===== src/rtl/rxdet_pkg.sv =====
// Shared definitions for the receiver detection sequencer.
// Assumes: the status bus is 3 bits wide and uses the two codes below.
package rxdet_pkg;
    localparam int STAT_W = 3;
    localparam logic [STAT_W-1:0] STAT_FOUND = 3'b011;
    localparam logic [STAT_W-1:0] STAT_NONE  = 3'b000;

    typedef enum logic [1:0] {
        ST_IDLE  = 2'd0,
        ST_DRIVE = 2'd1,
        ST_WAIT  = 2'd2
    } rxdet_state_e;
endpackage


===== src/rtl/rxdet_timer.sv =====
// Loadable down-counter that times the drive phase and the settling wait.
// Assumes: load wins over dec; dec is only issued while the count is nonzero.
module rxdet_timer #(
    parameter int CNT_W = 16
) (
    input  logic             clk,
    input  logic             rst_n,
    input  logic             load,
    input  logic [CNT_W-1:0] load_val,
    input  logic             dec,
    output logic             zero
);
    logic [CNT_W-1:0] cnt_q;

    // Count register: reset, load a new interval, or step down by one.
    always_ff @(posedge clk) begin
        if (!rst_n)      cnt_q <= '0;
        else if (load)   cnt_q <= load_val;
        else if (dec)    cnt_q <= cnt_q - 1'b1;
    end

    // Expiry flag seen by the controller.
    assign zero = (cnt_q == '0);

    p_timer_hold_r5: assert property (@(posedge clk) disable iff (!rst_n)
        (!load && !dec) |=> $stable(cnt_q));
    p_timer_no_wrap_r5: assert property (@(posedge clk) disable iff (!rst_n)
        (dec && !load) |-> (cnt_q != '0));
endmodule


===== src/rtl/rxdet_report.sv =====
// Output registers for the result strobe, the status code and the error strobe.
// Assumes: finish and reject are each single-cycle and never coincide.
module rxdet_report
    import rxdet_pkg::*;
(
    input  logic              clk,
    input  logic              rst_n,
    input  logic              finish,
    input  logic              reject,
    input  logic              cmp_in,
    output logic              done,
    output logic [STAT_W-1:0] status,
    output logic              err
);
    // Register the result for one cycle, then fall back to the quiet code.
    always_ff @(posedge clk) begin
        if (!rst_n) begin
            done   <= 1'b0;
            status <= STAT_NONE;
            err    <= 1'b0;
        end else begin
            done   <= finish;
            status <= (finish && cmp_in) ? STAT_FOUND : STAT_NONE;
            err    <= reject;
        end
    end

    p_done_err_excl_r3: assert property (@(posedge clk) disable iff (!rst_n)
        !(done && err));
    p_status_code_r6: assert property (@(posedge clk) disable iff (!rst_n)
        done |-> (status == STAT_FOUND || status == STAT_NONE));
endmodule


===== src/rtl/rxdet_seq.sv =====
// Receiver detection sequencer: checks the power state, drives the lines to
// common mode, releases them, waits, samples the comparator and reports.
// Assumes: all inputs are synchronous to clk; DRIVE_CYCLES >= 1 and fits CNT_W.
module rxdet_seq
    import rxdet_pkg::*;
#(
    parameter int          WAIT_W       = 16,
    parameter int          DRIVE_CYCLES = 4,
    parameter logic [1:0]  P1_CODE      = 2'b10
) (
    input  logic              clk,
    input  logic              rst_n,
    input  logic              det_req,
    input  logic [1:0]        pwr_state,
    input  logic [WAIT_W-1:0] wait_cfg,
    input  logic              cmp_in,
    output logic              drv_en,
    output logic [STAT_W-1:0] status,
    output logic              done,
    output logic              err
);
    localparam int CNT_W = WAIT_W;
    localparam logic [CNT_W-1:0] DRIVE_LOAD = CNT_W'(DRIVE_CYCLES - 1);

    rxdet_state_e      state_q, state_d;
    logic              armed_q;
    logic [WAIT_W-1:0] wait_q;
    logic              start, reject, finish;
    logic              tmr_load, tmr_dec, tmr_zero;
    logic [CNT_W-1:0]  tmr_val;

    // Request qualification and next-state selection.
    always_comb begin
        start    = (state_q == ST_IDLE) && armed_q && det_req && (pwr_state == P1_CODE);
        reject   = (state_q == ST_IDLE) && armed_q && det_req && (pwr_state != P1_CODE);
        finish   = (state_q == ST_WAIT) && tmr_zero;
        state_d  = state_q;
        tmr_load = 1'b0;
        tmr_val  = DRIVE_LOAD;
        tmr_dec  = 1'b0;
        unique case (state_q)
            ST_IDLE: begin
                if (start) begin
                    state_d  = ST_DRIVE;
                    tmr_load = 1'b1;
                end
            end
            ST_DRIVE: begin
                if (tmr_zero) begin
                    state_d  = ST_WAIT;
                    tmr_load = 1'b1;
                    tmr_val  = CNT_W'(wait_q - 1'b1);
                end else begin
                    tmr_dec = 1'b1;
                end
            end
            ST_WAIT: begin
                if (tmr_zero) state_d = ST_IDLE;
                else          tmr_dec = 1'b1;
            end
            default: state_d = ST_IDLE;
        endcase
    end

    // State register.
    always_ff @(posedge clk) begin
        if (!rst_n) state_q <= ST_IDLE;
        else        state_q <= state_d;
    end

    // Re-arm flag: set by a low request, cleared when a request is consumed.
    always_ff @(posedge clk) begin
        if (!rst_n)                armed_q <= 1'b0;
        else if (!det_req)         armed_q <= 1'b1;
        else if (start || reject)  armed_q <= 1'b0;
    end

    // Capture the settling length at start, turning zero into one.
    always_ff @(posedge clk) begin
        if (!rst_n)     wait_q <= WAIT_W'(1);
        else if (start) wait_q <= (wait_cfg == '0) ? WAIT_W'(1) : wait_cfg;
    end

    assign drv_en = (state_q == ST_DRIVE);

    rxdet_timer #(.CNT_W(CNT_W)) i_timer (
        .clk      (clk),
        .rst_n    (rst_n),
        .load     (tmr_load),
        .load_val (tmr_val),
        .dec      (tmr_dec),
        .zero     (tmr_zero)
    );

    rxdet_report i_report (
        .clk    (clk),
        .rst_n  (rst_n),
        .finish (finish),
        .reject (reject),
        .cmp_in (cmp_in),
        .done   (done),
        .status (status),
        .err    (err)
    );

    p_start_in_p1_r2: assert property (@(posedge clk) disable iff (!rst_n)
        $rose(drv_en) |-> ($past(pwr_state) == P1_CODE && $past(det_req)));
    p_start_drives_r4: assert property (@(posedge clk) disable iff (!rst_n)
        start |=> drv_en);
    p_err_pulse_r3: assert property (@(posedge clk) disable iff (!rst_n)
        err |=> (!err && !drv_en));
    p_done_pulse_r7: assert property (@(posedge clk) disable iff (!rst_n)
        done |=> !done);
    p_status_quiet_r8: assert property (@(posedge clk) disable iff (!rst_n)
        !done |-> (status == STAT_NONE));
    p_release_before_done_r5: assert property (@(posedge clk) disable iff (!rst_n)
        done |-> (!drv_en && $past(!drv_en)));
    p_unarmed_no_start_r10: assert property (@(posedge clk) disable iff (!rst_n)
        (state_q == ST_IDLE && !armed_q) |=> !drv_en);
    p_wait_nonzero_r9: assert property (@(posedge clk) disable iff (!rst_n)
        wait_q != '0);
endmodule


===== config.mk =====
export PLATFORM = sky130hd
export DESIGN_NAME = rxdet_seq
export DESIGN_NICKNAME = d
export VERILOG_FILES = /design/src/rtl/rxdet_pkg.sv /design/src/rtl/rxdet_timer.sv /design/src/rtl/rxdet_report.sv /design/src/rtl/rxdet_seq.sv
export SDC_FILE = /design/constraint.sdc
export NUM_CORES = 1
export LEC_CHECK = 0
export BUFFER_PORTS_ARGS = -buffer_cell sky130_fd_sc_hd__buf_4
export CAP_MARGIN = 40
export CORE_ASPECT_RATIO = 1.5
export CORE_MARGIN = 2
export CORE_UTILIZATION = 40
export DETAILED_ROUTE_END_ITERATION = 10
export PLACE_DENSITY = 0.66
export SLEW_MARGIN = 20
export SYNTH_ARGS = -nofsm -noshare
export SYNTH_HDL_FRONTEND = slang
export SYNTH_SLANG_ARGS = --single-unit
export TNS_END_PERCENT = 20

===== constraint.sdc =====
create_clock -name clk -period 2.6 [get_ports clk]
set_clock_uncertainty 0.15 [all_clocks]
set_input_delay 0.26 -clock clk [delete_from_list [all_inputs] [get_ports clk]]
set_output_delay 0.26 -clock clk [all_outputs]
set_load 0.05 [all_outputs]

==> metrics <==
startpoint-to-endpoint class of the critical path register to register; pin count of the biggest net entering global routing 17; PnR worst setup slack 0.0882 ns; number of global-route vias before repair 1990; cell count of the worst reg-to-reg path 7; initial antenna violation count 0; total global routing track utilization 19.8%; number of flops mapped to enable cells by yosys 0; fin cells 380; internal power 0.00177 W; achievable frequency 398 MHz; worst min-delay path class primary input to register; total power after layout 0.00310 W; global-route wire length before repair 9.58 mm; share of total power consumed by net switching 42.8%; insertion delay of the later-clocked pin in the worst-skew pair 0.29 ns; routability congestion estimate 0.874; leading cell types in the layout, fill and taps excluded sky130_fd_sc_hd__nand2_1, sky130_fd_sc_hd__dfxtp_1, sky130_fd_sc_hd__buf_4; Max H-tree Level 2; number of primary I/O pins 28; element type at the critical path start register; register-to-register setup slack 0.09 ns; cell at the root of the clock tree sky130_fd_sc_hd__clkbuf_8; area of the die 6240 sq um; per-cell via count in the routed design 5.59; post-synthesis average cell area 8.14 sq um; Placement Setup Slack 0.155 ns; endpoint kind of the worst setup timing path register; syn nets 305; placed instance count 371; Synth warnings 0; fraction of layout instances using a drive strength above 1 21.9%; Psw 0.00133 W; Netlist Area Pre-Place 2250 sq um; CP Data Required Time 2.63 ns; Power Density 1150 nW/um^2; R2R Path Start state_q[1]; outcome finished, final reports clean; number of CTS-inserted buffers 5; Final min period 2.51 ns; endpoint of the most critical register-to-register path i_timer.cnt_q[5]; count of standard-cell rows 33; unrepaired setup endpoints after global routing no; effective utilization at floorplan 41.2%; standby leakage power 1.06 nW; Tcrit/Tclk final 96.6%; ys flop type sky130_fd_sc_hd__dfxtp_1; endpoints failing setup 0; number of clock sinks seen by CTS 38; post-layout utilization of the core 49.4%; CTS tree done; HPWL after detailed placement 4.27 mm; chip width 65.2 um; share of power burned in combinational logic 54.0%; ANT nets after route 0; routed wire length per instance 14.9 um; setup TNS after final layout 0 ns; number of distinct standard cells referenced by the synthesized netlist 58; Post-Route WL 5.66 mm; Slew Limit Fails 0; endpoint arrival time on the critical path 2.55 ns; actual slew at the worst max-slew pin 0.618 ns; fraction of registers with async set/reset 0%; starting DRC count in detailed routing 61; commonest non-fill, non-tap cell in the layout sky130_fd_sc_hd__nand2_1; total inserted antenna cells 0; area of the placeable core 5450 sq um; Seq/Total Area, Yosys 33.9%; power share of the clock group 20.3%; hold violation count in the final report 0; vias after detailed routing 2124; largest fanout of any net on the critical path 8; number of maximum-capacitance violations 0; number of buffer cells added on primary ports 26; area delta synth->final 19.8%; Rel. slew slack 58.4%; count of cells resized by post-cts repair 0; maximum buffer depth of the clock tree 2; DRC violation count after routing 0; aggregate global routing overflow 0; Chip Height 95.8 um; register clock-pin slew on the reported worst setup and hold paths 0.08 ns; post-CTS setup repair buffer count 0; termination of the worst setup path i_timer.cnt_q[5]; largest vdd supply drop 0.000422 V; Seq pwr share 25.7%; number of standard cells after synthesis 276; flops & latches, synth 38; TritonRoute pass-1 iters 4; source of the critical timing path state_q[1]; final-stage net count 338
cells by family (layout without fill, tap and decap cells):
| logic type | count (synthesis) | in the layout | share of synthesized area, % |
|---|---|---|---|
| xor gates and xnor gates | 17 | 17 | 6.63 |
| AOI/OAI and AO/OA | 70 | 70 | 20.6 |
| buffers and inverters | 21 | 55 | 5.07 |
| muxes | 1 | 1 | 0.446 |
| and+or+nand+nor | 121 | 121 | 29.4 |
| adders and majority gates | 7 | 7 | 3.90 |
| other | 1 | 1 | 0.167 |
| DFF | 38 | 38 | 33.9 |
sequential cells by signal (all words and copies together), names as in the netlist:
| signal | cells |
|---|---|
| i_timer.cnt_q | 16 |
| wait_q | 16 |
| state_q | 2 |
| armed_q | 1 |
| i_report.done | 1 |
| i_report.err | 1 |
| i_report.status | 1 |
Yosys cell counts, types with 2 or more instances:
| library cell | instances | area [sq um] |
|---|---|---|
| sky130_fd_sc_hd__a21oi_1 | 26 | 130 |
| sky130_fd_sc_hd__a22oi_1 | 6 | 45.0 |
| sky130_fd_sc_hd__a31oi_1 | 4 | 25.0 |
| sky130_fd_sc_hd__buf_4 | 3 | 22.5 |
| sky130_fd_sc_hd__buf_6 | 3 | 33.8 |
| sky130_fd_sc_hd__clkbuf_1 | 6 | 22.5 |
| sky130_fd_sc_hd__dfxtp_1 | 38 | 761 |
| sky130_fd_sc_hd__ha_1 | 7 | 87.6 |
| sky130_fd_sc_hd__inv_1 | 8 | 30.0 |
| sky130_fd_sc_hd__nand2_1 | 41 | 154 |
| sky130_fd_sc_hd__nand2_2 | 2 | 12.5 |
| sky130_fd_sc_hd__nand3_1 | 6 | 30.0 |
| sky130_fd_sc_hd__nand4_1 | 3 | 18.8 |
| sky130_fd_sc_hd__nor2_1 | 28 | 105 |
| sky130_fd_sc_hd__nor3_1 | 5 | 25.0 |
| sky130_fd_sc_hd__nor3b_1 | 2 | 15.0 |
| sky130_fd_sc_hd__nor3b_2 | 2 | 25.0 |
| sky130_fd_sc_hd__nor4_1 | 9 | 56.3 |
| sky130_fd_sc_hd__nor4_4 | 2 | 42.5 |
| sky130_fd_sc_hd__o21a_1 | 2 | 15.0 |
| sky130_fd_sc_hd__o21ai_0 | 8 | 40.0 |
| sky130_fd_sc_hd__o21ai_1 | 5 | 25.0 |
| sky130_fd_sc_hd__o221a_1 | 2 | 22.5 |
| sky130_fd_sc_hd__o22ai_1 | 4 | 25.0 |
| sky130_fd_sc_hd__o31ai_1 | 3 | 22.5 |
| sky130_fd_sc_hd__or4_1 | 4 | 30.0 |
| sky130_fd_sc_hd__xnor2_1 | 11 | 96.3 |
| sky130_fd_sc_hd__xor2_1 | 6 | 52.6 |
power groups by stage:
stage / sequential, W / clock, W / combinational, W
finish: 0.000797 / 0.000628 / 0.00168
global route: 0.000813 / 0.000656 / 0.00184
CTS: 0.000793 / 0.000636 / 0.00165
detailed placement: 0.000805 / 0 / 0.00163
global placement: 0.000803 / 0 / 0.00162
floorplan: 0.000785 / 0 / 0.00133
layer usage:
layer,vias to the layer above,routed length [um],global-route usage [%]
li1,1062,-,-
met1,965,2270,22.6
met2,74,2890,34.8
met3,23,244,2.81
met4,0,252,11.6
met5,-,0,0
worst max-delay path, stage by stage, from the launching register on:
cell	delay, ns
sky130_fd_sc_hd__dfxtp_1	0.33
sky130_fd_sc_hd__inv_1	0.10
sky130_fd_sc_hd__ha_2	0.20
sky130_fd_sc_hd__or4b_2	0.65
sky130_fd_sc_hd__or4_4	0.49
sky130_fd_sc_hd__nand2_4	0.14
sky130_fd_sc_hd__a31oi_1	0.07
sky130_fd_sc_hd__o221a_1	0.28
metrics by stage:
step                      hold slack, ns  instance area, sq um
after floorplan                    0.202                  2250
after global placement             0.305                  2540
after detailed placement           0.313                  2540
after CTS                         0.0180                  2690
after global routing              0.0292                  2690
final                             0.0176                  2690
cell type report:
type	instances	area (sq um)
well taps	70	87.6
clock buffers	6	82.6
repair buffers	39	295
clock inverters	2	60.1
flip-flops and latches	38	761
fillers	555	2760
inverters	8	30.0
multi-input cells	217	1370
repair_timing:
item,CTS,global route
endpoints found under the hold margin,1,0
hold buffers,1,0
setup endpoints to repair,0,0
worst min-delay path by stage:
| stage | startpoint | endpoint | slack, ns | depth (start not counted) |
|---|---|---|---|---|
| finish | cmp_in | i_report.status[0] | 0.02 | 2 |
| global placement | det_req | armed_q | 0.30 | 2 |
| CTS | cmp_in | i_report.status[0] | 0.02 | 2 |
| detailed placement | det_req | armed_q | 0.31 | 2 |
| global route | cmp_in | i_report.status[0] | 0.03 | 2 |
| floorplan | det_req | armed_q | 0.20 | 1 |
Note: power is estimated with default switching activity, not from simulation.
